[src/rtl/twmem_pkg.sv]
package twmem_pkg;

   typedef enum logic [2:0] {
      ST_IDLE,
      ST_CTRL,
      ST_WADR,
      ST_WDAT,
      ST_ACK,
      ST_TX,
      ST_MACK,
      ST_WAIT
   } tw_state_e;

   localparam int BYTE_W = 8;

endpackage

[src/rtl/twmem_scl_edges.sv]
module twmem_scl_edges (
   input  logic clk,
   input  logic rst_n,
   input  logic scl_i,
   output logic rise_o,
   output logic fall_o
);

   logic scl_q;

   always_ff @(posedge clk or negedge rst_n) begin
      if (!rst_n) scl_q <= 1'b1;
      else        scl_q <= scl_i;
   end

   assign rise_o = scl_i & ~scl_q;
   assign fall_o = scl_q & ~scl_i;

endmodule

[src/rtl/twmem_hold_dly.sv]
module twmem_hold_dly #(
   parameter int HOLD_CYC = 3
) (
   input  logic clk,
   input  logic rst_n,
   input  logic fall_i,
   output logic upd_o
);

   generate
      if (HOLD_CYC == 0) begin : g_direct
         assign upd_o = fall_i;
      end else begin : g_line
         logic [HOLD_CYC-1:0] line_q;
         always_ff @(posedge clk or negedge rst_n) begin
            if (!rst_n) begin
               line_q <= '0;
            end else begin
               line_q[0] <= fall_i;
               for (int k = 1; k < HOLD_CYC; k++) line_q[k] <= line_q[k-1];
            end
         end
         assign upd_o = line_q[HOLD_CYC-1];
      end
   endgenerate

endmodule

[src/rtl/twmem_addr_ptr.sv]
module twmem_addr_ptr #(
   parameter int BLK_W = 3
) (
   input  logic               clk,
   input  logic               rst_n,
   input  logic               ld_blk_i,
   input  logic [BLK_W-1:0]   blk_i,
   input  logic               ld_lo_i,
   input  logic [7:0]         lo_i,
   input  logic               inc_i,
   output logic [BLK_W+7:0]   ptr_o
);

   always_ff @(posedge clk or negedge rst_n) begin
      if (!rst_n) begin
         ptr_o <= '0;
      end else if (inc_i) begin
         ptr_o <= ptr_o + 1'b1;
      end else begin
         if (ld_blk_i) ptr_o[BLK_W+7:8] <= blk_i;
         if (ld_lo_i)  ptr_o[7:0]       <= lo_i;
      end
   end

endmodule

[src/rtl/twmem_slave.sv]
module twmem_slave
   import twmem_pkg::*;
#(
   parameter int         BLK_W    = 3,
   parameter int         HOLD_CYC = 3,
   parameter logic [3:0] DEV_CODE = 4'b1010
) (
   input  logic             clk,
   input  logic             rst_n,
   input  logic             scl_i,
   input  logic             sda_i,
   input  logic             start_i,
   input  logic             stop_i,
   input  logic             busy_i,
   output logic             sda_pull_o,
   output logic             wr_en_o,
   output logic [BLK_W+7:0] wr_addr_o,
   output logic [7:0]       wr_data_o,
   output logic [BLK_W+7:0] rd_addr_o,
   input  logic [7:0]       rd_data_i
);

   localparam int ADDR_W = BLK_W + BYTE_W;
   localparam int CNT_W  = $clog2(BYTE_W + 1);
   localparam logic [CNT_W-1:0] FULL = CNT_W'(BYTE_W);

   generate
      if (BLK_W < 1 || BLK_W > 8) begin : g_bad_blk
         $error("twmem_slave: BLK_W must lie in 1..8");
      end
      if (HOLD_CYC < 0 || HOLD_CYC > 16) begin : g_bad_hold
         $error("twmem_slave: HOLD_CYC must lie in 0..16");
      end
   endgenerate

   tw_state_e        state, nxt;
   logic [CNT_W-1:0] cnt;
   logic [7:0]       shreg;
   logic             more;
   logic             rise, fall, upd;
   logic             ld_blk, ld_lo, inc;
   logic [ADDR_W-1:0] ptr;
   logic             code_ok, byte_end, ack_phase;

   twmem_scl_edges u_edges (
      .clk(clk), .rst_n(rst_n), .scl_i(scl_i), .rise_o(rise), .fall_o(fall)
   );

   twmem_hold_dly #(.HOLD_CYC(HOLD_CYC)) u_hold (
      .clk(clk), .rst_n(rst_n), .fall_i(fall), .upd_o(upd)
   );

   twmem_addr_ptr #(.BLK_W(BLK_W)) u_ptr (
      .clk(clk), .rst_n(rst_n),
      .ld_blk_i(ld_blk), .blk_i(shreg[BLK_W:1]),
      .ld_lo_i(ld_lo), .lo_i(shreg),
      .inc_i(inc), .ptr_o(ptr)
   );

   assign rd_addr_o = ptr;
   assign code_ok   = (shreg[7:4] == DEV_CODE);
   assign byte_end  = upd && (cnt == FULL) && !start_i && !stop_i;
   assign ack_phase = (state == ST_ACK);

   // pointer side effects at the end of a byte
   always_comb begin
      ld_blk = 1'b0;
      ld_lo  = 1'b0;
      inc    = 1'b0;
      if (byte_end) begin
         case (state)
            ST_CTRL: ld_blk = code_ok && !busy_i;
            ST_WADR: ld_lo  = !busy_i;
            ST_WDAT: inc    = !busy_i;
            ST_TX:   inc    = 1'b1;
            default: ;
         endcase
      end
   end

   always_ff @(posedge clk or negedge rst_n) begin
      if (!rst_n) begin
         state      <= ST_IDLE;
         nxt        <= ST_IDLE;
         cnt        <= '0;
         shreg      <= '0;
         more       <= 1'b0;
         sda_pull_o <= 1'b0;
         wr_en_o    <= 1'b0;
         wr_addr_o  <= '0;
         wr_data_o  <= '0;
      end else begin
         wr_en_o <= 1'b0;
         if (start_i) begin
            state      <= ST_CTRL;
            cnt        <= '0;
            sda_pull_o <= 1'b0;
         end else if (stop_i) begin
            state      <= ST_IDLE;
            sda_pull_o <= 1'b0;
         end else begin
            case (state)
               ST_CTRL, ST_WADR, ST_WDAT: begin
                  if (rise && cnt < FULL) begin
                     shreg <= {shreg[6:0], sda_i};
                     cnt   <= cnt + 1'b1;
                  end else if (byte_end) begin
                     cnt <= '0;
                     if (busy_i || (state == ST_CTRL && !code_ok)) begin
                        state <= ST_IDLE;
                     end else begin
                        sda_pull_o <= 1'b1;
                        state      <= ST_ACK;
                        if (state == ST_CTRL) begin
                           nxt <= shreg[0] ? ST_TX : ST_WADR;
                        end else begin
                           nxt <= ST_WDAT;
                        end
                        if (state == ST_WDAT) begin
                           wr_en_o   <= 1'b1;
                           wr_addr_o <= ptr;
                           wr_data_o <= shreg;
                        end
                     end
                  end
               end
               ST_ACK: begin
                  if (upd) begin
                     state <= nxt;
                     cnt   <= '0;
                     if (nxt == ST_TX) begin
                        shreg      <= rd_data_i;
                        sda_pull_o <= ~rd_data_i[7];
                     end else begin
                        sda_pull_o <= 1'b0;
                     end
                  end
               end
               ST_TX: begin
                  if (rise) begin
                     cnt <= cnt + 1'b1;
                  end else if (upd) begin
                     if (cnt == FULL) begin
                        sda_pull_o <= 1'b0;
                        state      <= ST_MACK;
                     end else begin
                        shreg      <= {shreg[6:0], 1'b0};
                        sda_pull_o <= ~shreg[6];
                     end
                  end
               end
               ST_MACK: begin
                  if (rise) begin
                     more <= ~sda_i;
                  end else if (upd) begin
                     if (more) begin
                        state      <= ST_TX;
                        cnt        <= '0;
                        shreg      <= rd_data_i;
                        sda_pull_o <= ~rd_data_i[7];
                     end else begin
                        state <= ST_WAIT;
                     end
                  end
               end
               default: ;
            endcase
         end
      end
   end

endmodule

[config.mk]
export PLATFORM = sky130hd
export DESIGN_NAME = twmem_slave
export DESIGN_NICKNAME = d
export VERILOG_FILES = /design/src/rtl/twmem_pkg.sv /design/src/rtl/twmem_scl_edges.sv /design/src/rtl/twmem_hold_dly.sv /design/src/rtl/twmem_addr_ptr.sv /design/src/rtl/twmem_slave.sv
export SDC_FILE = /design/constraint.sdc
export NUM_CORES = 1
export LEC_CHECK = 0
export ABC_AREA = 1
export BUFFER_PORTS_ARGS = -buffer_cell sky130_fd_sc_hd__buf_2
export CAP_MARGIN = 25
export CORE_UTILIZATION = 44
export DETAILED_ROUTE_END_ITERATION = 7
export GPL_TIMING_DRIVEN = 0
export SLEW_MARGIN = 20
export SYNTH_ARGS = -nofsm -noshare
export SYNTH_HDL_FRONTEND = slang
export SYNTH_HIERARCHICAL = 1
export SYNTH_SLANG_ARGS = --single-unit
[constraint.sdc]
create_clock -name clk -period 3.1 [get_ports clk]
set_input_delay 0.465 -clock clk [delete_from_list [all_inputs] [get_ports clk]]
set_output_delay 0.465 -clock clk [all_outputs]
set_load 0.02 [all_outputs]
==> summary.txt, run 1 <==
Outcome
  • Outcome: finished, final reports clean

Power and ir drop
  • Sw frac: 0.339
  • Seq pwr share: 0.535
  • Internal power: 1.05 mW
  • Max rail drop VDD: between 200 and 300 uV
  • Power per standard cell area: between 400 and 500 mW/mm^2
  • Comb power frac: 0.212
  • Switch Pwr: ~0.54 mW
  • Pwr Total: ~1.6 mW
  • Leakage: 1.94 nW
  • Power share of the clock group: 0.254

Drt
  • Iter 0 DRT Violations: ~120
  • Drt drc: 0
  • Detailed-route via count: between 2k and 3k
  • Via/cell ratio: roughly 4.9
  • First-pass DRT Iterations: 5
  • Average wire per standard cell: about 13 um
  • WL final: about 7 mm
  • Post-DRT Antenna Nets: 0

Layout
  • Inserted Diodes: 0
  • Cell Count, Final, Fillers Out: roughly 550
  • Area Growth Syn to Fin: 13.7%
  • Share of cells above drive strength 1: 0.180
  • NumNets Final: 488
  • Core Util, Final: 0.533
  • Most frequent cells in the layout: nand2_1 (161), dfrtp_1 (54), buf_2 (47)
  • Post-route cell area: about 0.0035 mm^2
  • FILL cells: roughly 680
  • Commonest non-fill, non-tap cell in the layout: nand2_1

Min path
  • HP Class: in -> async

Placement
  • GP Congestion: 0.902
  • Setup Slack @ Placement: around 780 ps
  • Hpwl dp: between 5 and 6 mm
  • Placed Area: 0.00337 mm^2
  • Port Buffers: between 40 and 50
  • Post-placement cell count: 540

Synthesis
  • Synth top area share: 0.444
  • Post-synth top area cell: dfrtp_1
  • Ys Warns: 6
  • FF+latch count, synth: between 50 and 60
  • Sequential area share after synthesis: 0.453
  • Yosys cell types: 36
  • Top cells by area, synth: dfrtp_1 (44%), nand2_1 (20%), inv_1 (5.2%), nand3_1 (4.8%), nor2_1 (4.3%)
  • Synth Cell Area: around 0.0030 mm^2
  • Syn avg cell area: 7.30 um^2
  • Syn Inst Count: around 420
  • Synthesized Nets: ~440

Worst setup path
  • Worst EP arrival: between 2000 and 2500 ps
  • Crit Path Category: reg -> reg
  • CP endpoint kind: flip-flop
  • CP max FO: 6
  • Worst Path Required: ~3300 ps
  • Setup crit start kind: flip-flop

Timing
  • Period minus WS final: around 2200 ps
  • Least-Margin Pin Slew: 683 ps
  • Final Hold Vio Count: 0
  • RSZ-0062 raised after global routing: false
  • Final setup violation count: 0
  • Max Clk Rate: around 0.45 GHz
  • Tcrit/Tclk final: 0.720
  • Relative slew slack: 0.544
  • Final Max Slew Viols: 0
  • Clock Skews: about 9 ps
  • Setup TNS: 0 ps
  • Final worst slack: 867 ps
  • Final hold slack: around 190 ps

Global routing
  • Largest net degree at the start of global routing: 56
  • Global-route wire length before repair: 12.1 mm
  • Vias in the first global route: 2611
  • Total GRT Usage: 0.209
  • Total gr overflow: 0
  • Initial antenna violation count: 0

Clock network
  • CTS tree: yes
  • Cts bufs inserted: 5
  • Worst-path clk slew: about 100 ps
  • Post-CTS Hold Buffers: 0
  • Post-CTS setup repair buffer count: 0
  • Resized cells post-CTS: 0
  • Clock Latency Late Sink: just over 300 ps
  • CTS Root Cell: clkbuf_8
  • Clock sinks: between 50 and 60
  • CTS HTree Levels: 2
  • Max clock buf depth: 2

Die
  • Total core area: 0.00649 mm^2
  • Die width: 85.2 um
  • Chip height: between 80 and 90 um
  • Num ports: 47
  • Initial Utilization: 0.469
  • Row cnt: 29
  • Die ar.: about 0.0073 mm^2

Run
  • Max-cap violations: 0
[power groups by stage]
stage,Clock [mW],Combinational (mW),Sequential [mW]
6_report,0.403,0.336,0.849
5_1_grt,0.442,0.394,0.859
4_1_cts,0.426,0.340,0.850
3_5_place_dp,0,0.338,0.863
3_3_place_gp,0,0.334,0.865
2_1_floorplan,0,0.241,0.844
[state kept, by name, summed over array words and instances (netlist names), 3 cells and up]
| name | cells |
|---|---|
| u_ptr/ptr_o | 11 |
| cnt | 4 |
| wr_addr_o | 11 |
| wr_data_o | 8 |
| state | 3 |
| shreg | 8 |
| nxt | 3 |
| u_hold/g_line.line_q | 3 |
[cell usage after synthesis, drive strengths merged]
library cell	n
a211oi	1
a21oi	11
a22oi	1
buf	8
clkbuf	1
dfrtp	54
dfstp	1
ha	3
inv	47
nand2	163
nand3	31
nand3b	4
nand4	1
nor2	40
nor3	6
nor4	1
o211ai	1
o21a	1
o21ai	37
o21bai	1
or2	2
xnor2	1
xor2	1
[critical path, stage by stage, from the launching register on]
cell and delay (ps):
dfrtp_1 440, inv_1 70, ha_1 160, nand4_1 210
nor2_4 180, nand3_1 100, nor2_1 310, inv_1 100
nor2_1 310, nand3b_1 160, o211ai_1 80
[routing by layer]
metal | share of wire | global-route usage | up-vias
li1 | - | - | 1419
met1 | 0.47 | 0.257 | 1226
met2 | 0.49 | 0.375 | 52
met3 | 0.027 | 0.0282 | 11
met4 | 0.018 | 0.0755 | 0
met5 | 0 | 0 | -
[cell type report]
class,instances,area (um^2),area share
Multi-Input combinational cell,306,1400,0.404
Tap cell,77,96.3,0.0278
Buffer,9,82.6,0.0239
Timing Repair Buffer,46,233,0.0673
Inverter,47,184,0.0532
Clock buffer,5,68.8,0.0199
Sequential cell,55,1380,0.398
Clock inverter,3,18.8,0.00542
[kinds of logic after synthesis]
family / after synthesis / share of synthesized area
XOR/XNOR: 2 / 0.00576
flip-flops: 55 / 0.453
AND/OR/NAND/NOR: 248 / 0.342
buffers and inverters: 56 / 0.0876
adder cells (fa/ha/maj): 3 / 0.0123
AO/OA/AOI/OAI: 53 / 0.0999
[path summary, 6_finish.rpt]
path                                         startpoint                       to  slack [ps]  cells after the start
worst min register to register  u_hold/g_line.line_q[1]  u_hold/g_line.line_q[2]         360                      0
worst max-delay path                             cnt[0]           u_ptr/ptr_o[6]         870                     10
worst min-delay path                              rst_n             wr_addr_o[5]         190                      1
worst max register to register                   cnt[0]           u_ptr/ptr_o[6]         870                     10
min in group clk                                  scl_i            u_edges/scl_q         260                      1
max in group asynchronous                         rst_n                 state[1]        2460                      1
Note: power is estimated with default switching activity, not from simulation.
==> run 2, diff against run 1 <==
--- a/config.mk
+++ b/config.mk
@@ -5,7 +5,7 @@
 export SDC_FILE = /design/constraint.sdc
 export NUM_CORES = 1
 export LEC_CHECK = 0
-export ABC_AREA = 1
+export ABC_AREA = 0
 export BUFFER_PORTS_ARGS = -buffer_cell sky130_fd_sc_hd__buf_2
 export CAP_MARGIN = 25
 export CORE_UTILIZATION = 44
==> constraint.sdc (replaced) <==
create_clock -name clk -period 2.3 [get_ports clk]
set_input_delay 0.345 -clock clk [delete_from_list [all_inputs] [get_ports clk]]
set_output_delay 0.345 -clock clk [all_outputs]
set_load 0.02 [all_outputs]
==> summary.txt, run 2 <==
Clock network
  • Worst-path clk slew: 90 ps (about the same)
  • CTS Root Cell: clkbuf_8
  • Cts bufs inserted: 5 (unchanged)
  • CTS HTree Levels: 2 (unchanged)
  • Max clock buf depth: 2 (unchanged)
  • CTS tree: yes
  • Post-CTS Hold Buffers: 0 (unchanged)
  • Clock Latency Late Sink: 310 ps (about the same)
  • Clock sinks: 55 (unchanged)

Synthesis
  • Synthesized Nets: 301 (-31%)
  • Ys Warns: 6 (unchanged)
  • Post-synth top area cell: dfrtp_1
  • Synth Cell Area: 0.00291 mm^2 (-4.4%)
  • Top cells by area, synth: dfrtp_1 (46%), mux2_2 (10%), nand2_1 (4.5%), o21ai_0 (2.1%), a211oi_1 (2.1%)
  • Sequential area share after synthesis: 0.474 (+0.0208)
  • Count leader, synth: dfrtp_1
  • Asr flop ratio synth: 1.00 (unchanged)
  • FF+latch count, synth: 55 (unchanged)
  • Syn avg cell area: 10.3 um^2 (+41%)
  • Synth top area share: 0.465 (+0.0204)
  • Yosys cell types: 57 (+58%)
  • Post-synth top flop: dfrtp_1
  • Syn Inst Count: 283 (-32%)
  • EDFF count, synth: 0 (unchanged)
  • Post-synth top cells: dfrtp_1 (54), nand2_1 (35), mux2_2 (27), inv_1 (15)

Worst setup path
  • Worst R2R Path Depth: 10 (unchanged)
  • CP endpoint kind: flip-flop
  • Critical Path Max Stage Delay: 560 ps (+120 ps)
  • Setup crit start kind: flip-flop
  • Worst Path Required: 2490 ps (-810 ps)
  • Crit Path Category: reg -> reg
  • Worst path slowest cell: or4b_4
  • Worst EP arrival: 2390 ps (-40 ps)
  • CP max FO: 7 (+1)
  • Crit path top cell by count: buf_6
  • Cell Chain, Critical Path: inv_2 -> ha_4 -> nand3b_4 -> or4b_4 -> nor4_4 -> buf_6 -> buf_6 -> nor2b_1 -> a211oi_1 -> a31oi_1

Die
  • Num ports: 47 (unchanged)
  • Total core area: 0.00635 mm^2 (-2.2%)
  • Chip height: 83.3 um (-2.2%)
  • Die ar.: 0.00694 mm^2 (-4.3%)
  • Initial Utilization: 0.458 (-0.0104)
  • Row cnt: 29 (unchanged)
  • Die width: 83.3 um (-2.2%)

Drt
  • Average wire per standard cell: 15.4 um (+21%)
  • WL final: 6.51 mm (-6.7%)
  • First-pass DRT Iterations: 4 (-1)
  • Iter 0 DRT Violations: 133 (+9.0%)
  • Via/cell ratio: 5.65 (+14%)
  • Drt drc: 0 (unchanged)
  • Post-DRT Antenna Nets: 0 (unchanged)
  • Detailed-route via count: 2395 (-12%)

Layout
  • Multi-input gate area: 0.00150 mm^2 (+7.1%)
  • Share of cells above drive strength 1: 0.343 (+0.162)
  • Commonest non-fill, non-tap cell in the layout: dfrtp_1
  • Flip-flop and latch area: 0.00138 mm^2 (unchanged)
  • Most frequent cells in the layout: dfrtp_1 (54), buf_2 (43), nand2_1 (35)
  • FILL cells: 581 (-14%)
  • Inserted Diodes: 0 (unchanged)
  • NumNets Final: 364 (-25%)
  • Largest regs: u_ptr/ptr_o: 11 flops, wr_addr_o: 11 flops
  • Core Util, Final: 0.556 (+0.0238)
  • Area Growth Syn to Fin: 21.5%

Timing
  • Final setup violation count: 0 (unchanged)
  • Final Hold Vio Count: 0 (unchanged)
  • Period minus WS final: 2210 ps (-24.7 ps)
  • Tcrit/Tclk final: 0.960 (+0.240)
  • Clock Skews: 8.15 ps (-0.698 ps)
  • Relative slew slack: 0.532 (-0.0121)
  • Max Clk Rate: 0.453 GHz (+1.1%)
  • Least-Margin Pin Slew: 702 ps (+18.1 ps)
  • Final hold slack: 59.9 ps (-127 ps)
  • Final Max Slew Viols: 0 (unchanged)
  • Final worst slack: 91.2 ps (-775 ps)

Global routing
  • Vias in the first global route: 2128 (-18%)
  • Most used routing layer in global routing: met1
  • Total GRT Usage: 0.193 (-0.0163)
  • Initial antenna violation count: 0 (unchanged)
  • Met2 usage: 0.277 (-0.0982)
  • Total gr overflow: 0 (unchanged)
  • Largest net degree at the start of global routing: 56 (unchanged)
  • Met3 Usage GRT: 0.0408 (+0.0125)
  • Grt met1 use: 0.288 (+0.0309)
  • Global-route wire length before repair: 10.7 mm (-11%)

Power and ir drop
  • Power per standard cell area: 555 mW/mm^2 (+21%)
  • Leakage: 1.69 nW (-13%)
  • Max rail drop VDD: 343 uV (+31%)

Placement
  • Setup Slack @ Placement: -494 ps (-1270 ps)
  • Hpwl dp: 4.49 mm (-15%)
  • GP Congestion: 0.897 (-0.50%)
  • Port Buffers: 44 (-4.3%)

Run
  • Max-cap violations: 0 (unchanged)

Outcome
  • Outcome: finished, final reports clean

Min path
  • HP Class: in -> async
## run 2: timing repair
item	4_1_cts	5_1_grt
setup endpoints to repair	46	40
gates resized for setup	14	14
buffers inserted	10	2
pin swaps	2	5
gates cloned	1	0
## run 2: final timing paths
kind / slack, ps / startpoint / endpoint
setup / recovery: 90 / cnt[1] / u_ptr/ptr_o[5]
max in group asynchronous: 1750 / rst_n / cnt[2]
hold / removal: 60 / rst_n / cnt[0]
min in group clk: 130 / scl_i / u_edges/scl_q
setup reg to reg: 90 / cnt[1] / u_ptr/ptr_o[5]
hold reg to reg: 360 / u_hold/g_line.line_q[1] / u_hold/g_line.line_q[2]
## run 2: layout make-up
class | count | area share
inverters | 15 | 0.0159
well taps | 77 | 0.0273
clock inverters | 3 | 0.0124
plain buffers | 12 | 0.0184
flip-flops and latches | 55 | 0.390
repair buffers | 57 | 0.0928
clock buffers | 5 | 0.0195
multi-input cells | 200 | 0.424
## run 2: critical path, delay by kind of cell, from the launching register on
| kind | cells | cell delay, ps |
|---|---|---|
| adder cells (fa/ha/maj) | 1 | 140 |
| AO/OA/AOI/OAI | 2 | 270 |
| buffers and inverters | 3 | 350 |
| flip-flops | 1 | 410 |
| AND/OR/NAND/NOR | 4 | 930 |
## run 2: power by group
group	internal [mW]	switching, mW	leakage (nW)
logic	0.0961	0.100	0.900
registers	1.02	0.0953	0.729
clock network	0.325	0.320	0.0581
total	1.44	0.516	1.69
## run 2: kinds of logic (layout without fill, tap and decap cells)
kind of cell	after synthesis	after routing	synth area share
XOR/XNOR	1	1	0.00301
buffers and inverters	28	92	0.0417
multiplexers	31	31	0.118
adder cells (fa/ha/maj)	4	4	0.0163
flip-flops	55	55	0.474
AO/OA/AOI/OAI	61	61	0.145
AND/OR/NAND/NOR	103	103	0.202
## run 2: through the flow
| stage | cells | setup TNS [ps] | instance area (um^2) | total power [mW] |
|---|---|---|---|---|
| finish | 424 | 0 | 3530 | 1.96 |
| detailed placement | 404 | -11520 | 3230 | 1.33 |
| global route | 424 | -6.02 | 3530 | 2.06 |
| floorplan | 283 | -1190 | 2910 | 1.23 |
| CTS | 422 | -54.5 | 3470 | 1.99 |
| global placement | 404 | -11320 | 3230 | 1.32 |
## run 2: routing by layer
layer	vias up	share of wire	wire length, um
li1	1154	-	-
met1	1161	0.50	3220
met2	70	0.44	2850
met3	10	0.049	320
met4	0	0.018	114
met5	-	0	0
